$ cat src/rtl/comma_deser_pkg.sv
package comma_deser_pkg;
   localparam int unsigned DEF_WORD_W  = 10;
   localparam int unsigned DEF_COMMA_W = 7;
   // comma patterns, index = arrival order within the word
   localparam logic [6:0] DEF_PAT_P = 7'b1111100;
   localparam logic [6:0] DEF_PAT_N = 7'b0000011;
endpackage

$ cat src/rtl/cd_shift.sv
module cd_shift #(
   parameter int unsigned W = 10,
   localparam int unsigned H = 2*W-1,
   localparam int unsigned CNTW = $clog2(W)
) (
   input  logic         clk,
   input  logic         rst_n,
   input  logic         bit_en,
   input  logic         bit_in,
   output logic [H-1:0] hist_nxt,
   output logic         tick
);
   logic [H-1:0]    hist_q;
   logic [CNTW-1:0] cnt_q;

   // newest bit enters at the top, oldest sits at index 0
   assign hist_nxt = bit_en ? {bit_in, hist_q[H-1:1]} : hist_q;
   assign tick     = bit_en && (cnt_q == CNTW'(W-1));

   always_ff @(posedge clk) begin
      if (!rst_n) begin
         hist_q <= '0;
         cnt_q  <= '0;
      end else if (bit_en) begin
         hist_q <= hist_nxt;
         cnt_q  <= tick ? '0 : cnt_q + 1'b1;
      end
   end
endmodule

$ cat src/rtl/cd_match.sv
module cd_match #(
   parameter int unsigned W  = 10,
   parameter int unsigned CW = 7,
   parameter logic [CW-1:0] PAT_P = '0,
   parameter logic [CW-1:0] PAT_N = '0,
   localparam int unsigned HM = W+CW-1,
   localparam int unsigned DW = $clog2(W)
) (
   input  logic [HM-1:0] hist,
   output logic [W-1:0]  hit,
   output logic          any_hit,
   output logic [DW-1:0] first_d
);
   // delay d: window starts d bits earlier than the newest word
   for (genvar d = 0; d < W; d++) begin : g_phase
      localparam int unsigned LO = W-1-d;
      assign hit[d] = (hist[LO +: CW] == PAT_P) || (hist[LO +: CW] == PAT_N);
   end

   assign any_hit = |hit;

   // latest-arriving comma (smallest delay) wins
   always_comb begin
      first_d = '0;
      for (int i = W-1; i >= 0; i--) begin
         if (hit[i]) first_d = DW'(i);
      end
   end
endmodule

$ cat src/rtl/cd_align.sv
module cd_align #(
   parameter int unsigned W = 10,
   localparam int unsigned DW = $clog2(W)
) (
   input  logic          clk,
   input  logic          rst_n,
   input  logic          tick,
   input  logic          realign_en,
   input  logic [W-1:0]  hit,
   input  logic          any_hit,
   input  logic [DW-1:0] first_d,
   output logic [DW-1:0] sel_d,
   output logic [DW-1:0] cur_d,
   output logic          aligned
);
   logic [DW-1:0] d_q;
   logic          al_q;
   logic          allow;

   assign allow   = realign_en || !al_q;
   assign sel_d   = (tick && allow && any_hit) ? first_d : d_q;
   assign cur_d   = d_q;
   assign aligned = al_q;

   always_ff @(posedge clk) begin
      if (!rst_n) begin
         d_q  <= '0;
         al_q <= 1'b0;
      end else if (tick) begin
         d_q  <= sel_d;
         al_q <= al_q | hit[sel_d];
      end
   end
endmodule

$ cat src/rtl/comma_deser.sv
module comma_deser
   import comma_deser_pkg::*;
#(
   parameter int unsigned W  = DEF_WORD_W,
   parameter int unsigned CW = DEF_COMMA_W,
   parameter logic [CW-1:0] PAT_P = DEF_PAT_P,
   parameter logic [CW-1:0] PAT_N = DEF_PAT_N
) (
   input  logic         clk,
   input  logic         rst_n,
   input  logic         bit_en,
   input  logic         bit_in,
   input  logic         realign_en,
   output logic [W-1:0] word_out,
   output logic         word_vld,
   output logic         comma_flag
);
   localparam int unsigned H  = 2*W-1;
   localparam int unsigned HM = W+CW-1;
   localparam int unsigned DW = $clog2(W);

   if (W < 2 || CW < 2 || CW > W) begin : g_bad_width
      $error("comma_deser: need 2 <= CW <= W");
   end
   if (PAT_P == PAT_N) begin : g_bad_pat
      $error("comma_deser: comma patterns must differ");
   end

   logic [H-1:0]  hist_nxt;
   logic          tick;
   logic [W-1:0]  hit;
   logic          any_hit;
   logic [DW-1:0] first_d;
   logic [DW-1:0] sel_d;
   logic [DW-1:0] cur_d;
   logic          aligned;
   logic [W-1:0]  win [W];

   cd_shift #(.W(W)) u_shift (
      .clk(clk), .rst_n(rst_n), .bit_en(bit_en), .bit_in(bit_in),
      .hist_nxt(hist_nxt), .tick(tick)
   );

   cd_match #(.W(W), .CW(CW), .PAT_P(PAT_P), .PAT_N(PAT_N)) u_match (
      .hist(hist_nxt[HM-1:0]), .hit(hit), .any_hit(any_hit), .first_d(first_d)
   );

   cd_align #(.W(W)) u_align (
      .clk(clk), .rst_n(rst_n), .tick(tick), .realign_en(realign_en),
      .hit(hit), .any_hit(any_hit), .first_d(first_d),
      .sel_d(sel_d), .cur_d(cur_d), .aligned(aligned)
   );

   for (genvar d = 0; d < W; d++) begin : g_win
      assign win[d] = hist_nxt[W-1-d +: W];
   end

   always_ff @(posedge clk) begin
      if (!rst_n) begin
         word_out   <= '0;
         word_vld   <= 1'b0;
         comma_flag <= 1'b0;
      end else begin
         word_vld <= tick;
         if (tick) begin
            word_out   <= win[sel_d];
            comma_flag <= hit[sel_d];
         end
      end
   end
endmodule

$ cat config.mk
export PLATFORM = sky130hd
export DESIGN_NAME = comma_deser
export DESIGN_NICKNAME = d
export VERILOG_FILES = /design/src/rtl/comma_deser_pkg.sv /design/src/rtl/cd_shift.sv /design/src/rtl/cd_match.sv /design/src/rtl/cd_align.sv /design/src/rtl/comma_deser.sv
export SDC_FILE = /design/constraint.sdc
export NUM_CORES = 1
export LEC_CHECK = 0
export ABC_CLOCK_PERIOD_IN_PS = 4400
export BUFFER_PORTS_ARGS = -buffer_cell sky130_fd_sc_hd__buf_2
export CAP_MARGIN = 20
export CORE_MARGIN = 2
export CORE_UTILIZATION = 60
export CTS_CLUSTER_DIAMETER = 120
export DETAILED_ROUTE_END_ITERATION = 8
export PLACE_DENSITY_LB_ADDON = 0.05
export RECOVER_POWER = 25
export SLEW_MARGIN = 20
export SYNTH_ARGS = -nofsm -noshare
export SYNTH_HDL_FRONTEND = slang
export SYNTH_SLANG_ARGS = --single-unit
$ cat constraint.sdc
create_clock -name clk -period 4.4 [get_ports clk]
set_input_delay 0.44 -clock clk [delete_from_list [all_inputs] [get_ports clk]]
set_output_delay 0.44 -clock clk [all_outputs]
set_load 0.01 [all_outputs]
==> flow_summary.yaml <==
job:
  cap_violations: 0
worst_setup_path:
  path_buf_inv: 2
  max_stage_delay_ns: 0.51
  critPathRequiredTime_ns: 4.61
  crit_path_end_kind: "flop"
  crit_type: "input pin to flop"
  arrival_ns: 3.92
  path_cells: "buf_2 > buf_4 > mux2_2 > a32o_1 > or3_1 > o21ai_0 > a211o_1 > and2_1 > mux2i_1 > a211oi_1 > o31ai_1"
  cp_top_family: "compound AO/OA/AOI/OAI gates"
  cpMaxStageDelayCell: "and2_1"
  path_max_fanout: 16
  critPathLaunchType: "input pin"
sta:
  fin_tns_setup_ns: 0
  worstMarginPinSlew_ns: 1.00
  fmax_mhz: 269
  rsz0062_at_grt: "no"
  slew_headroom_pct: 33.0
  hold_violations: 0
  fin_skew_ns: 0.00415
  final.min_clock_period_ns: 3.71
  drv_slew: 0
  fin_crit_sh_pct: 84.4
  setup_viol: 0
clock_tree:
  ctsResizeCount: 0
  postCtsHoldBufs: 0
  path_clk_slew_ns: 0.08
  cts.sinks: 40
  root_buffer: "clkbuf_8"
  cts_tree: "yes"
  cts_buffers: 5
  h-tree-depth: 2
  clk_latency_ns: 0.29
  cts_setup_buffers: 0
  cts_buffer_depth: 2
synth:
  synthesis.nets: 357
  async_flop_share_pct: 0
  ys.flop_type: "dfxtp_1"
  post_synth_num_cell_types: 59
  syn_area_per_cell_sq_um: 8.30
  ys_seq_elements: 40
  syn_area_sq_um: 2910
  synth_edf_count: 0
  ys_seq_area_share_pct: 27.6
  synth_warnings: 0
  synthCells: 350
route:
  route.detailed.drc: 0
  via_per_inst: 6.76
  drt-total-wl_um: 7900
  ant_nets: 0
  drtPass1Iterations: 6
  vias: 2859
  drt_iter0_markers: 263
  wire_per_inst_um: 18.7
placement:
  routabilityCongestion: 0.912
  dp_cells: 415
  port_buffers: 16
  hpwl_um: 5880
global_routing:
  grt_overflow: 0
  grt_pass1_wl_um: 12900
  grt_usage_pct: 30.8
  antenna_found_initial: 0
  first_global_vias: 2590
  grt_max_degree: 27
power:
  leakagePower_nw: 1.21
  p_per_area_nw_per_um2: 222
  power_uw: 699
  irDropWorstVdd_uv: 134
finish:
  multi_input_area_sq_um: 1950
  instances_no_fill: 423
  area_delta_synth_final_pct: 8.35
  n_antenna_cell: 0
  seq_area_sq_um: 801
  num-nets-final: 375
  fillers: 391
  drive_above_1_share_pct: 12.7
floorplanning:
  ios: 17
  die-area_sq_um: 5410
  initial_utilization_pct: 61.9
  die_x_um: 73.6
  core_sq_um: 4690
  rows: 25
  die_y_um: 73.6
min_path:
  hold_class: "input pin to flop"
outcome:
  status: "complete, no violations"
-- layout make-up --
class                   instances  share of cell area [%]
clock buffers                   6                    2.31
clock inverters                 2                    1.11
inverters                       5                   0.596
multi-input cells             282                    61.9
flip-flops and latches         40                    25.4
well taps                      54                    2.15
repair buffers                 34                    6.52
-- layer usage --
| layer | global-route usage [%] | wire, um | part of all wire [%] |
|---|---|---|---|
| met1 | 40.3 | 3570 | 45 |
| met2 | 48.7 | 3720 | 47 |
| met3 | 6.72 | 390 | 4.9 |
| met4 | 12.9 | 227 | 2.9 |
| met5 | 0 | 0 | 0 |
-- cells by family (layout without fill, tap and decap cells) --
family	after synthesis	in the layout	share of synthesized area (%)
simple gates	136	136	25.7
mux	46	46	16.5
compound gates	96	96	23.6
buf+inv	28	47	5.12
xor+xnor	2	2	0.603
fa+ha+maj	2	2	0.861
flops	40	40	27.6
-- cells in the final DEF, fill, tap and decap left out, types with 7 or more instances in the layout --
master	n
dfxtp_1	40
mux2i_1	36
nand2_1	27
nor2_1	21
buf_4	18
nor2b_1	16
nand3_1	16
a21oi_1	14
and2_1	12
a22oi_1	12
clkbuf_1	9
mux2_2	8
nor3_1	8
a211oi_1	8
buf_2	8
o22ai_1	7
-- metrics by stage --
step / cell area, sq um / utilization, % / hold WS [ns] / worst slack [ns]
6_report: 3150 / 67.1 / 0.427 / 0.688
4_1_cts: 3170 / 67.5 / 0.416 / 0.727
3_5_place_dp: 3060 / 65.2 / 0.461 / 0.446
2_1_floorplan: 2910 / - / 0.427 / 1.18
3_3_place_gp: 3060 / 65.2 / 0.453 / 0.468
5_1_grt: 3150 / 67.1 / 0.424 / 0.358
-- Yosys cell counts, drive strengths merged (5+ instances only) --
library cell  instances  share of area [%]
and2                 12                2.6
and3                  6                1.3
o22ai                 7                1.5
nand4                 6                1.3
a31oi                 6                1.3
nand3                16                2.8
dfxtp                40                 28
nor2b                16                3.4
a211oi                8                2.1
mux2                 10                3.9
a21oi                17                3.3
nand2                27                3.5
a22oi                12                3.1
mux2i                36                 13
clkbuf               12                1.6
o21ai                 9                1.6
o221ai                6                1.8
buf                  11                2.9
nor3                  8                1.4
inv                   5               0.65
o211ai                5                1.3
nor2                 21                2.7
-- sequential cells by signal, summed over array words and instances (netlist names) --
name / count
u_shift.cnt_q: 4
u_align.cur_d: 4
u_shift.hist_q: 19
word_out: 10
comma_flag: 1
word_vld: 1
u_align.aligned: 1
-- final timing paths --
kind                                   from                               to  slack [ns]  depth (start not counted)
max                                  bit_en         word_out[9]$_SDFFE_PN0P_        0.69                         11
max reg2reg  u_shift.hist_q[7]$_SDFFE_PN0P_         word_out[9]$_SDFFE_PN0P_        0.78                         10
min                                  bit_in  u_shift.hist_q[18]$_SDFFE_PN0P_        0.43                          3
min reg2reg   u_align.cur_d[3]$_SDFFE_PN0P_    u_align.cur_d[3]$_SDFFE_PN0P_        0.48                          1
-- report_power, final --
group	switching, mW	leakage [nW]	internal [mW]
clock network	0.127	0.0552	0.168
registers	0.00322	0.323	0.364
logic	0.0193	0.834	0.0163
-- tightest hold or removal path, delay by kind of cell --
family / cells / cell delay (ns)
simple gates: 1 / 0.10
mux: 1 / 0.06
buf+inv: 1 / 0.09
Note: power is estimated with default switching activity, not from simulation.
